--- config.mk ---
export PLATFORM = sky130hd
export DESIGN_NAME = scfg_master
export DESIGN_NICKNAME = d
export VERILOG_FILES = /design/src/rtl/scfg_pkg.sv /design/src/rtl/scfg_sync.sv /design/src/rtl/scfg_timer.sv /design/src/rtl/scfg_shifter.sv /design/src/rtl/scfg_master.sv
export SDC_FILE = /design/constraint.sdc
export NUM_CORES = 1
export LEC_CHECK = 0
export BUFFER_PORTS_ARGS = -buffer_cell sky130_fd_sc_hd__buf_4
export CORE_ASPECT_RATIO = 0.7
export CORE_MARGIN = 1.5
export CORE_UTILIZATION = 40
export DETAILED_ROUTE_END_ITERATION = 8
export GPL_TIMING_DRIVEN = 0
export RECOVER_POWER = 100
export SETUP_SLACK_MARGIN = 0.15
export SYNTH_ARGS = -nofsm -noshare
export SYNTH_HDL_FRONTEND = slang
export SYNTH_SLANG_ARGS = --single-unit
--- constraint.sdc ---
create_clock -name clk -period 4.5 [get_ports clk]
set_input_delay 0.675 -clock clk [delete_from_list [all_inputs] [get_ports clk]]
set_output_delay 0.675 -clock clk [all_outputs]
set_load 0.02 [all_outputs]
--- src/rtl/scfg_pkg.sv ---
package scfg_pkg;

  typedef enum logic [2:0] {
    ST_IDLE  = 3'd0,
    ST_PROG  = 3'd1,
    ST_WREL  = 3'd2,
    ST_LOAD  = 3'd3,
    ST_FLUSH = 3'd4
  } scfg_state_e;

  localparam logic [1:0] EC_NONE       = 2'd0;
  localparam logic [1:0] EC_INIT_START = 2'd1;
  localparam logic [1:0] EC_INIT_CLEAR = 2'd2;
  localparam logic [1:0] EC_DONE       = 2'd3;

  // error code reported when the wait in a given state times out
  function automatic logic [1:0] timeout_code(input scfg_state_e st);
    case (st)
      ST_PROG:  return EC_INIT_START;
      ST_WREL:  return EC_INIT_CLEAR;
      ST_FLUSH: return EC_DONE;
      default:  return EC_NONE;
    endcase
  endfunction

  // true for the states that wait on a target pin under a timeout
  function automatic logic is_wait_state(input scfg_state_e st);
    return (st == ST_PROG) || (st == ST_WREL) || (st == ST_FLUSH);
  endfunction

endpackage

--- src/rtl/scfg_sync.sv ---
module scfg_sync #(
  parameter int         W       = 2,
  parameter logic [W-1:0] RST_VAL = '0
) (
  input  logic         clk,
  input  logic         rst_n,
  input  logic [W-1:0] d_i,
  output logic [W-1:0] q_o
);

  for (genvar g = 0; g < W; g++) begin : g_bit
    logic [1:0] ff;
    always_ff @(posedge clk or negedge rst_n) begin
      if (!rst_n) ff <= {2{RST_VAL[g]}};
      else        ff <= {ff[0], d_i[g]};
    end
    assign q_o[g] = ff[1];
  end

endmodule

--- src/rtl/scfg_timer.sv ---
module scfg_timer #(
  parameter int LIMIT = 1_250_000
) (
  input  logic clk,
  input  logic rst_n,
  input  logic run_i,
  input  logic clr_i,
  output logic expired_o
);

  localparam int CW = $clog2(LIMIT + 1);

  logic [CW-1:0] cnt;

  assign expired_o = run_i && (cnt == CW'(LIMIT - 1));

  always_ff @(posedge clk or negedge rst_n) begin
    if (!rst_n)                cnt <= '0;
    else if (clr_i || !run_i)  cnt <= '0;
    else if (!expired_o)       cnt <= cnt + CW'(1);
  end

endmodule

--- src/rtl/scfg_shifter.sv ---
module scfg_shifter #(
  parameter int LO = 4,
  parameter int HI = 4
) (
  input  logic       clk,
  input  logic       rst_n,
  input  logic       active_i,
  input  logic       flush_i,
  input  logic       load_i,
  input  logic [7:0] byte_i,
  output logic       cclk_o,
  output logic       din_o,
  output logic       empty_o
);

  localparam int PMAX = (LO > HI) ? LO : HI;
  localparam int PW   = $clog2(PMAX + 1);

  logic [7:0]    shreg;
  logic [3:0]    bits_left;
  logic [PW-1:0] pcnt;
  logic          cclk_q;
  logic          ph_end;

  // last cycle of the current clock phase
  function automatic logic phase_over(input logic lvl, input logic [PW-1:0] cnt);
    return lvl ? (cnt == PW'(HI - 1)) : (cnt == PW'(LO - 1));
  endfunction

  assign ph_end  = phase_over(cclk_q, pcnt);
  assign cclk_o  = cclk_q;
  assign din_o   = shreg[7];
  assign empty_o = (bits_left == 4'd0);

  always_ff @(posedge clk or negedge rst_n) begin
    if (!rst_n) begin
      shreg     <= 8'hFF;
      bits_left <= 4'd0;
      pcnt      <= '0;
      cclk_q    <= 1'b0;
    end else if (!active_i) begin
      shreg     <= 8'hFF;
      bits_left <= 4'd0;
      pcnt      <= '0;
      cclk_q    <= 1'b0;
    end else if (flush_i) begin
      bits_left <= 4'd0;
      if (!cclk_q || ph_end) shreg <= 8'hFF;
      if (ph_end) begin
        cclk_q <= !cclk_q;
        pcnt   <= '0;
      end else begin
        pcnt <= pcnt + PW'(1);
      end
    end else if (load_i) begin
      shreg     <= byte_i;
      bits_left <= 4'd8;
      cclk_q    <= 1'b0;
      pcnt      <= '0;
    end else if (bits_left != 4'd0) begin
      if (!ph_end) begin
        pcnt <= pcnt + PW'(1);
      end else begin
        pcnt <= '0;
        if (!cclk_q) begin
          cclk_q <= 1'b1;
        end else begin
          bits_left <= bits_left - 4'd1;
          if (bits_left != 4'd1) begin
            cclk_q <= 1'b0;
            shreg  <= {shreg[6:0], 1'b1};
          end
        end
      end
    end
  end

  AST_DIN_HOLD_HI: assert property (@(posedge clk) disable iff (!rst_n) (cclk_q && $past(cclk_q)) |-> $stable(din_o));
  AST_LOAD_WHEN_EMPTY: assert property (@(posedge clk) disable iff (!rst_n) (load_i && active_i && !flush_i) |-> empty_o);

endmodule

--- src/rtl/scfg_master.sv ---
module scfg_master import scfg_pkg::*; #(
  parameter int LEN_W       = 24,
  parameter int CCLK_LO     = 4,
  parameter int CCLK_HI     = 4,
  parameter int TIMEOUT_CYC = 1_250_000
) (
  input  logic             clk,
  input  logic             rst_n,
  input  logic             start_i,
  input  logic [LEN_W-1:0] len_i,
  input  logic [7:0]       byte_data_i,
  input  logic             byte_valid_i,
  output logic             byte_ready_o,
  output logic             prog_n_o,
  output logic             cclk_o,
  output logic             din_o,
  input  logic             init_n_i,
  input  logic             done_i,
  output logic             busy_o,
  output logic             done_o,
  output logic [1:0]       err_code_o,
  output logic             crc_err_o
);

  scfg_state_e      state, state_nx;
  logic [LEN_W-1:0] bytes_left;
  logic             done_q, crc_q;
  logic [1:0]       err_q;

  // named internal events
  logic init_s_n, done_s;
  logic sh_empty;
  logic tmo;
  logic ld_phase;
  logic owed;
  logic crc_hit;
  logic accept;

  scfg_sync #(.W(2), .RST_VAL(2'b01)) u_sync (
    .clk   (clk),
    .rst_n (rst_n),
    .d_i   ({done_i, init_n_i}),
    .q_o   ({done_s, init_s_n})
  );

  scfg_timer #(.LIMIT(TIMEOUT_CYC)) u_timer (
    .clk       (clk),
    .rst_n     (rst_n),
    .run_i     (is_wait_state(state)),
    .clr_i     (state_nx != state),
    .expired_o (tmo)
  );

  scfg_shifter #(.LO(CCLK_LO), .HI(CCLK_HI)) u_shift (
    .clk      (clk),
    .rst_n    (rst_n),
    .active_i ((state == ST_LOAD) || (state == ST_FLUSH)),
    .flush_i  (state == ST_FLUSH),
    .load_i   (accept),
    .byte_i   (byte_data_i),
    .cclk_o   (cclk_o),
    .din_o    (din_o),
    .empty_o  (sh_empty)
  );

  assign ld_phase     = (state == ST_LOAD);
  assign owed         = (bytes_left != '0);
  assign crc_hit      = ld_phase && sh_empty && owed && !init_s_n && !done_s;
  assign byte_ready_o = ld_phase && sh_empty && owed && !crc_hit;
  assign accept       = byte_valid_i && byte_ready_o;

  assign prog_n_o   = (state != ST_PROG);
  assign busy_o     = (state != ST_IDLE);
  assign done_o     = done_q;
  assign err_code_o = err_q;
  assign crc_err_o  = crc_q;

  always_comb begin
    state_nx = state;
    unique case (state)
      ST_IDLE:  if (start_i) state_nx = ST_PROG;
      ST_PROG:  if (tmo) state_nx = ST_IDLE;
                else if (!init_s_n) state_nx = ST_WREL;
      ST_WREL:  if (tmo) state_nx = ST_IDLE;
                else if (init_s_n) state_nx = ST_LOAD;
      ST_LOAD:  if (crc_hit) state_nx = ST_IDLE;
                else if (sh_empty && !owed) state_nx = ST_FLUSH;
      ST_FLUSH: if (done_s || tmo) state_nx = ST_IDLE;
      default:  state_nx = ST_IDLE;
    endcase
  end

  always_ff @(posedge clk or negedge rst_n) begin
    if (!rst_n) begin
      state      <= ST_IDLE;
      bytes_left <= '0;
      done_q     <= 1'b0;
      err_q      <= EC_NONE;
      crc_q      <= 1'b0;
    end else begin
      state <= state_nx;
      case (state)
        ST_IDLE: if (start_i) begin
          bytes_left <= len_i;
          done_q     <= 1'b0;
          err_q      <= EC_NONE;
          crc_q      <= 1'b0;
        end
        ST_LOAD: begin
          if (accept) bytes_left <= bytes_left - LEN_W'(1);
          if (crc_hit) begin
            err_q <= EC_INIT_CLEAR;
            crc_q <= 1'b1;
          end
        end
        ST_FLUSH: begin
          if (done_s)   done_q <= 1'b1;
          else if (tmo) err_q  <= timeout_code(state);
        end
        default: if (tmo) err_q <= timeout_code(state);
      endcase
    end
  end

  AST_PROG_WAITS_INIT: assert property (@(posedge clk) disable iff (!rst_n) (state == ST_WREL && $past(state) == ST_PROG) |-> !$past(init_s_n));
  AST_NO_EARLY_CCLK: assert property (@(posedge clk) disable iff (!rst_n) $rose(cclk_o) |-> ($past(state) == ST_LOAD || $past(state) == ST_FLUSH));
  AST_FLUSH_DIN: assert property (@(posedge clk) disable iff (!rst_n) (state == ST_FLUSH && !cclk_o) |-> din_o);
  AST_CRC_CODE: assert property (@(posedge clk) disable iff (!rst_n) crc_err_o |-> (err_code_o == EC_INIT_CLEAR));
  AST_READY_DROP: assert property (@(posedge clk) disable iff (!rst_n) accept |=> !byte_ready_o);

endmodule

Yosys cells after proc, flatten, opt, wreduce, memory -nomap -nowiden
Cells that the tools add are included.
{"block": "word_totals", "latchBits": 0, "ram_bits": 0, "reg_bits": 72, "in_bits": 38, "romBits": 0, "memories": 0}
{"block": "classes", "div_mod_pow": 0, "eq_ne": 23, "n_addsub": 4, "n_mux": 53, "shift": 0, "multipliers": 0, "bitwise_logic": 0, "reduce_logical": 35, "magnitude_cmp": 0}
{"operator": "8-bit two-way mux", "count": 8}
{"operator": "24-bit two-way mux", "count": 2}
{"operator": "24-bit one-hot mux with 2 select lines", "count": 1}
{"operator": "21-bit two-way mux", "count": 2}
{"operator": "3-bit two-way mux", "count": 13}
{"operator": "4-bit two-way mux", "count": 6}
{"operator": "24-bit nonzero test", "count": 1}
{"operator": "24-bit by 1-bit subtractor with 24-bit output, second input constant", "count": 1}
{"operator": "21-bit by 1-bit adder with 21-bit output, second input constant", "count": 1}
{"operator": "21-bit == test, second input constant", "count": 1}
{"operator": "4-bit inequality test, second input constant", "count": 4}
{"operator": "3-bit one-hot mux with 5 select lines", "count": 1}
{"operator": "3-bit AND reduction", "count": 5}
{"operator": "1-bit two-way mux", "count": 11}
{"operator": "2-bit two-way mux", "count": 5}
{"operator": "5-bit AND reduction", "count": 2}
{"operator": "3-bit by 2-bit == test with 1-bit output, second input constant", "count": 3}
{"operator": "3-bit inequality test, second input constant", "count": 3}
{"operator": "1-bit logical AND", "count": 8}
{"operator": "2-bit inequality test, second input constant", "count": 4}
{"operator": "1-bit logical NOT", "count": 6}
{"operator": "1-bit logical OR", "count": 6}
{"operator": "2-bit by 1-bit inequality test with 1-bit output, second input constant", "count": 3}
{"operator": "2-bit one-hot mux with 3 select lines", "count": 1}
{"operator": "14 further kinds", "count": 17}

Depth between registers and ports, before layout
{"block": "logic_depth", "word_depth": 11, "mapped_depth": 9}

Cells and area by module
A second synthesis with hierarchy kept.
{"block": "unflattened", "cells_unflattened": 487, "area_unflattened_um2": 4423.0}
{"module": "scfg_master", "area_each_um2": 2118.3, "instances": 1, "cells_each": 261}
{"module": "scfg_timer", "area_each_um2": 1221.2, "instances": 1, "cells_each": 136}
{"module": "scfg_shifter", "area_each_um2": 965.9, "instances": 1, "cells_each": 84}
{"module": "scfg_sync", "area_each_um2": 117.6, "instances": 1, "cells_each": 6}

Least setup slack after synthesis
OpenSTA, ideal clock, no wires.
{"block": "synth_path", "kind": "reg-to-reg", "from": "register bytes_left[0]", "to": "register u_shift.shreg[1]", "arrival_time_ns": 2.304, "stages_incl_launch_ff": 8, "setup_ns": 0.082, "path_buffers": 0, "slack_ns": 2.114, "period_less_slack_ns": 2.386, "path_cell_list": "dfrtp_1 inv_1 ha_1 or3b_2 nor4_4 a211oi_2 o32ai_4 mux2_2"}
{"block": "synth_via", "elab_chain_len": 10, "elab_cells_between_ends": 15}
{"element": "start, declared", "line_no": "scfg_master.sv:26", "rtl": "logic [LEN_W-1:0] bytes_left;"}
{"element": "start signal, assigned", "line_no": "scfg_master.sv:104", "rtl": "bytes_left <= len_i;"}
{"element": "start signal, assigned", "line_no": "scfg_master.sv:110", "rtl": "if (accept) bytes_left <= bytes_left - LEN_W'(1);"}
{"element": "24-bit nonzero test (*)", "line_no": "scfg_master.sv:67", "rtl": "assign owed = (bytes_left != '0);"}
{"element": "1-bit logical AND (*)", "line_no": "scfg_master.sv:68, scfg_master.sv:69"}
{"element": "1-bit logical AND (2 in series)", "line_no": "scfg_master.sv:68", "rtl": "assign crc_hit = ld_phase && sh_empty && owed && !init_s_n && !done_s;"}
{"element": "1-bit logical NOT", "line_no": "scfg_master.sv:69", "rtl": "assign byte_ready_o = ld_phase && sh_empty && owed && !crc_hit;"}
{"element": "1-bit logical AND (*)", "line_no": "scfg_master.sv:69"}
{"element": "1-bit logical AND (*)", "line_no": "scfg_master.sv:70", "rtl": "assign accept = byte_valid_i && byte_ready_o;"}
{"element": "parallel branches: the longest is 3 deep, another holds 5-bit AND reduction"}
{"element": "end signal, assigned", "line_no": "scfg_shifter.sv:56", "rtl": "shreg <= byte_i;"}
{"element": "end signal, assigned", "line_no": "scfg_shifter.sv:71", "rtl": "shreg <= {shreg[6:0], 1'b1};"}
{"element": "end, declared", "line_no": "scfg_shifter.sv:19", "rtl": "logic [7:0] shreg;"}
Every way passes the cells marked *.
A chain may end at the register's enable or synchronous reset.

Worst setup path after layout
{"block": "layout_path", "from": "register bytes_left[0]", "to": "output port byte_ready_o"}
{"block": "layout_via", "elab_chain_len": 6}
{"element": "24-bit nonzero test (*)", "line_no": "scfg_master.sv:67"}
{"element": "1-bit logical AND (*)", "line_no": "scfg_master.sv:68, scfg_master.sv:69"}
{"element": "1-bit logical AND (2 in series)", "line_no": "scfg_master.sv:68"}
{"element": "1-bit logical NOT", "line_no": "scfg_master.sv:69"}
{"element": "1-bit logical AND (*)", "line_no": "scfg_master.sv:69"}
{"element": "end, declared", "line_no": "scfg_master.sv:13", "rtl": "output logic byte_ready_o,"}
Every way passes the cells marked *; elsewhere a longest branch is shown, timed or not.

==> flow_summary.toml <==
[route]
antenna_left = 0
first_pass_iters = 5
vias = 3621
drt_iter0_drc = 357
vias_per_cell = 5.68
wl_per_cell_um = 17.1
wirelength_um = 10900
drc = 0

[sta]
finClkSkew_ps = 9.64
post-route-min-period_ps = 3440
period_share_pct = 76.4
setup_viol = 0
worstMarginPinSlew_ps = 1850
hold_viol = 0
rsz0062_at_grt = "no"
max-slew-margin-rel_pct = -23.0
fmax_mhz = 291
final.setup.worst_slack_ps = 1060
setup-tns-final_ps = 0
drv_slew = 73

[final_layout]
fillerInstances = 981
num-nets-final = 548
diodes = 0
layout-drive-gt1-share_pct = 18.1
fin_util_pct = 49.2
post_layout_nonfiller_instances = 637
seqCellArea_um2 = 1810
area_growth_pct = 17.0
multi_input_area_um2 = 2140

[clock_tree]
hold_buffers = 0
cts_setup_buffers = 0
clockBufferDepth = 2
cts-buffers-inserted = 9
cts_root_buf = "clkbuf_16"
clkTransAtPathRegs_ps = 50
ctsResizeCount = 0
insertion_delay_ps = 340
cts_tree = "yes"
h-tree-depth = 3
clock_sinks = 72

[pwr]
cellPowerDensity_nw_per_um2 = 538
leakagePower_nw = 1.98
ir_drop_mv = 0.206

[grt]
grt_pass1_vias = 3418
grt_usage_pct = 21.4
grt_pass1_wl_um = 18400
grt_max_degree = 73
grt.overflow.total = 0
antenna_found_initial = 0

[yosys]
yosysMostFrequentCell = "nor2_1"
synth_top_area_share_pct = 37.3
yosysSeqAreaShare_pct = 43.6
synth-warning-count = 0
synthesis.area_um2 = 4160
synth_nets = 491
synthTopCellsByCount = "nor2_1, dfrtp_1, nand2_1"
synthFlopType = "dfrtp_1"
async_flop_share_pct = 100
ys_seq_elements = 72
synth_edf_count = 0
avgSynthCellArea_um2 = 9.31
post-synth-top-area-cell = "dfrtp_1"
synthTopCellsByArea = "dfrtp_1, dfstp_2, nor2_1, a21oi_1, mux2_2"
ys_types = 68
syn_inst = 447

[floorplanning]
core_um2 = 9910
rows = 30
ioPinCount = 47
start_util_pct = 42.0
die_area_um2 = 11000
die_y_um = 88.4
die_x_um = 125

[min_path]
worstHoldPathType = "reg -> reg"

[setup_path]
required_ps = 3830
critPathCaptureType = "primary output"
critPathMaxFanout = 7
startpoint_type = "register"
crit_type = "reg -> out"
arrival_ps = 2760

[place]
hpwl_um = 7640
routabilityCongestion = 0.846
placed_cells_incl_taps = 621
io_buffer_count = 46
place_ws_ps = 1780

[run_status]
outcome = "finished, violations left"
violations = "max-capacitance violations, max-slew violations"

[flow_run]
maxCapViolations = 1
-- routing by layer --
layer,vias to the layer above,wire length [um],GRT usage (%)
met5,-,0,0
met4,0,155,6.51
met3,14,788,5.44
met2,117,4390,30.5
met1,1734,5570,31.9
li1,1756,-,-
-- critical path: stages, from the launching register on --
cell	delay, ps
dfrtp_1	410
inv_1	130
ha_1	170
or3b_2	440
nor4_1	870
a211oi_1	180
clkbuf_1	230
-- placed cells by master, fill, tap and decap left out, types with 3 or more instances in the layout --
| master | Yosys | layout |
|---|---|---|
| inv_1 | 17 | 17 |
| or2_2 | 4 | 4 |
| o22ai_1 | 15 | 15 |
| or3_1 | 6 | 6 |
| o2bb2ai_1 | 12 | 12 |
| a21oi_1 | 28 | 28 |
| a22o_1 | 7 | 7 |
| buf_4 | 1 | 35 |
| a31oi_1 | 4 | 4 |
| o211ai_1 | 3 | 3 |
| nor2_1 | 64 | 64 |
| nor4_1 | 7 | 8 |
| o22a_1 | 6 | 6 |
| nor3_1 | 15 | 15 |
| a211oi_1 | 2 | 3 |
| clkbuf_16 | 0 | 9 |
| buf_2 | 5 | 3 |
| and3_1 | 4 | 4 |
| nand4_1 | 8 | 8 |
| mux2_2 | 10 | 10 |
| xor2_1 | 11 | 11 |
| dfstp_2 | 10 | 10 |
| buf_6 | 3 | 3 |
| nand3_1 | 6 | 6 |
| a22oi_1 | 5 | 5 |
| clkbuf_4 | 1 | 3 |
| mux2i_1 | 6 | 6 |
| xnor2_1 | 10 | 10 |
| dfrtp_1 | 62 | 62 |
| or3b_2 | 3 | 3 |
| o21ai_0 | 16 | 16 |
| ha_1 | 6 | 6 |
| clkbuf_1 | 13 | 29 |
| nor4b_1 | 3 | 3 |
| nand2_1 | 30 | 30 |
-- logic make-up after synthesis --
kind of cell,Yosys count,synth area share [%]
compound gates,115,19.2
simple gates,176,22.3
xor+xnor,21,4.42
fa+ha+maj,6,1.80
mux,16,4.15
flops,72,43.6
buf+inv,41,4.57
-- report_power, final --
group	switching, mW	leakage (nW)	internal [mW]
sequential	0.143	0.914	0.808
combinational	0.621	0.940	0.404
clock	0.259	0.128	0.388
-- per-stage QoR --
stage | total power, mW | cell area [um^2] | hold WS (ps)
after detailed placement | 2.00 | 4670 | 336
final | 2.62 | 4870 | 349
after global placement | 1.99 | 4670 | 334
after CTS | 2.67 | 4930 | 348
after floorplan | 1.67 | 4160 | 331
after global routing | 2.81 | 4870 | 359
-- cell type report --
cell class | instances | share of cell area, %
clock inverters | 1 | 0.103
well taps | 128 | 3.29
multi-input cells | 334 | 43.9
repair buffers | 46 | 6.34
plain buffers | 24 | 2.54
flip-flops and latches | 72 | 37.2
inverters | 17 | 1.31
clock buffers | 15 | 5.29
-- final timing paths --
kind / startpoint / to / slack (ps) / cells after the start
worst max-delay path: bytes_left[0] / byte_ready_o / 1060 / 6
worst min-delay path: u_sync.g_bit[1].ff[0] / u_sync.g_bit[1].ff[1] / 350 / 0
worst max register to register: bytes_left[0] / u_shift.cclk_o / 1080 / 9
worst min register to register: u_sync.g_bit[1].ff[0] / u_sync.g_bit[1].ff[1] / 350 / 0
max in group asynchronous: rst_n / u_shift.pcnt[0] / 2550 / 1
min in group asynchronous: rst_n / bytes_left[8] / 850 / 1
-- state kept, by name, summed over array words and instances (netlist names) --
name	count
u_timer.cnt	21
u_shift.shreg	8
done_o	1
state	3
crc_err_o	1
err_code_o	2
bytes_left	24
u_shift.pcnt	3
u_sync.g_bit.ff	4
u_shift.cclk_o	1
u_shift.bits_left	4
(Power assumes the default switching activity.)
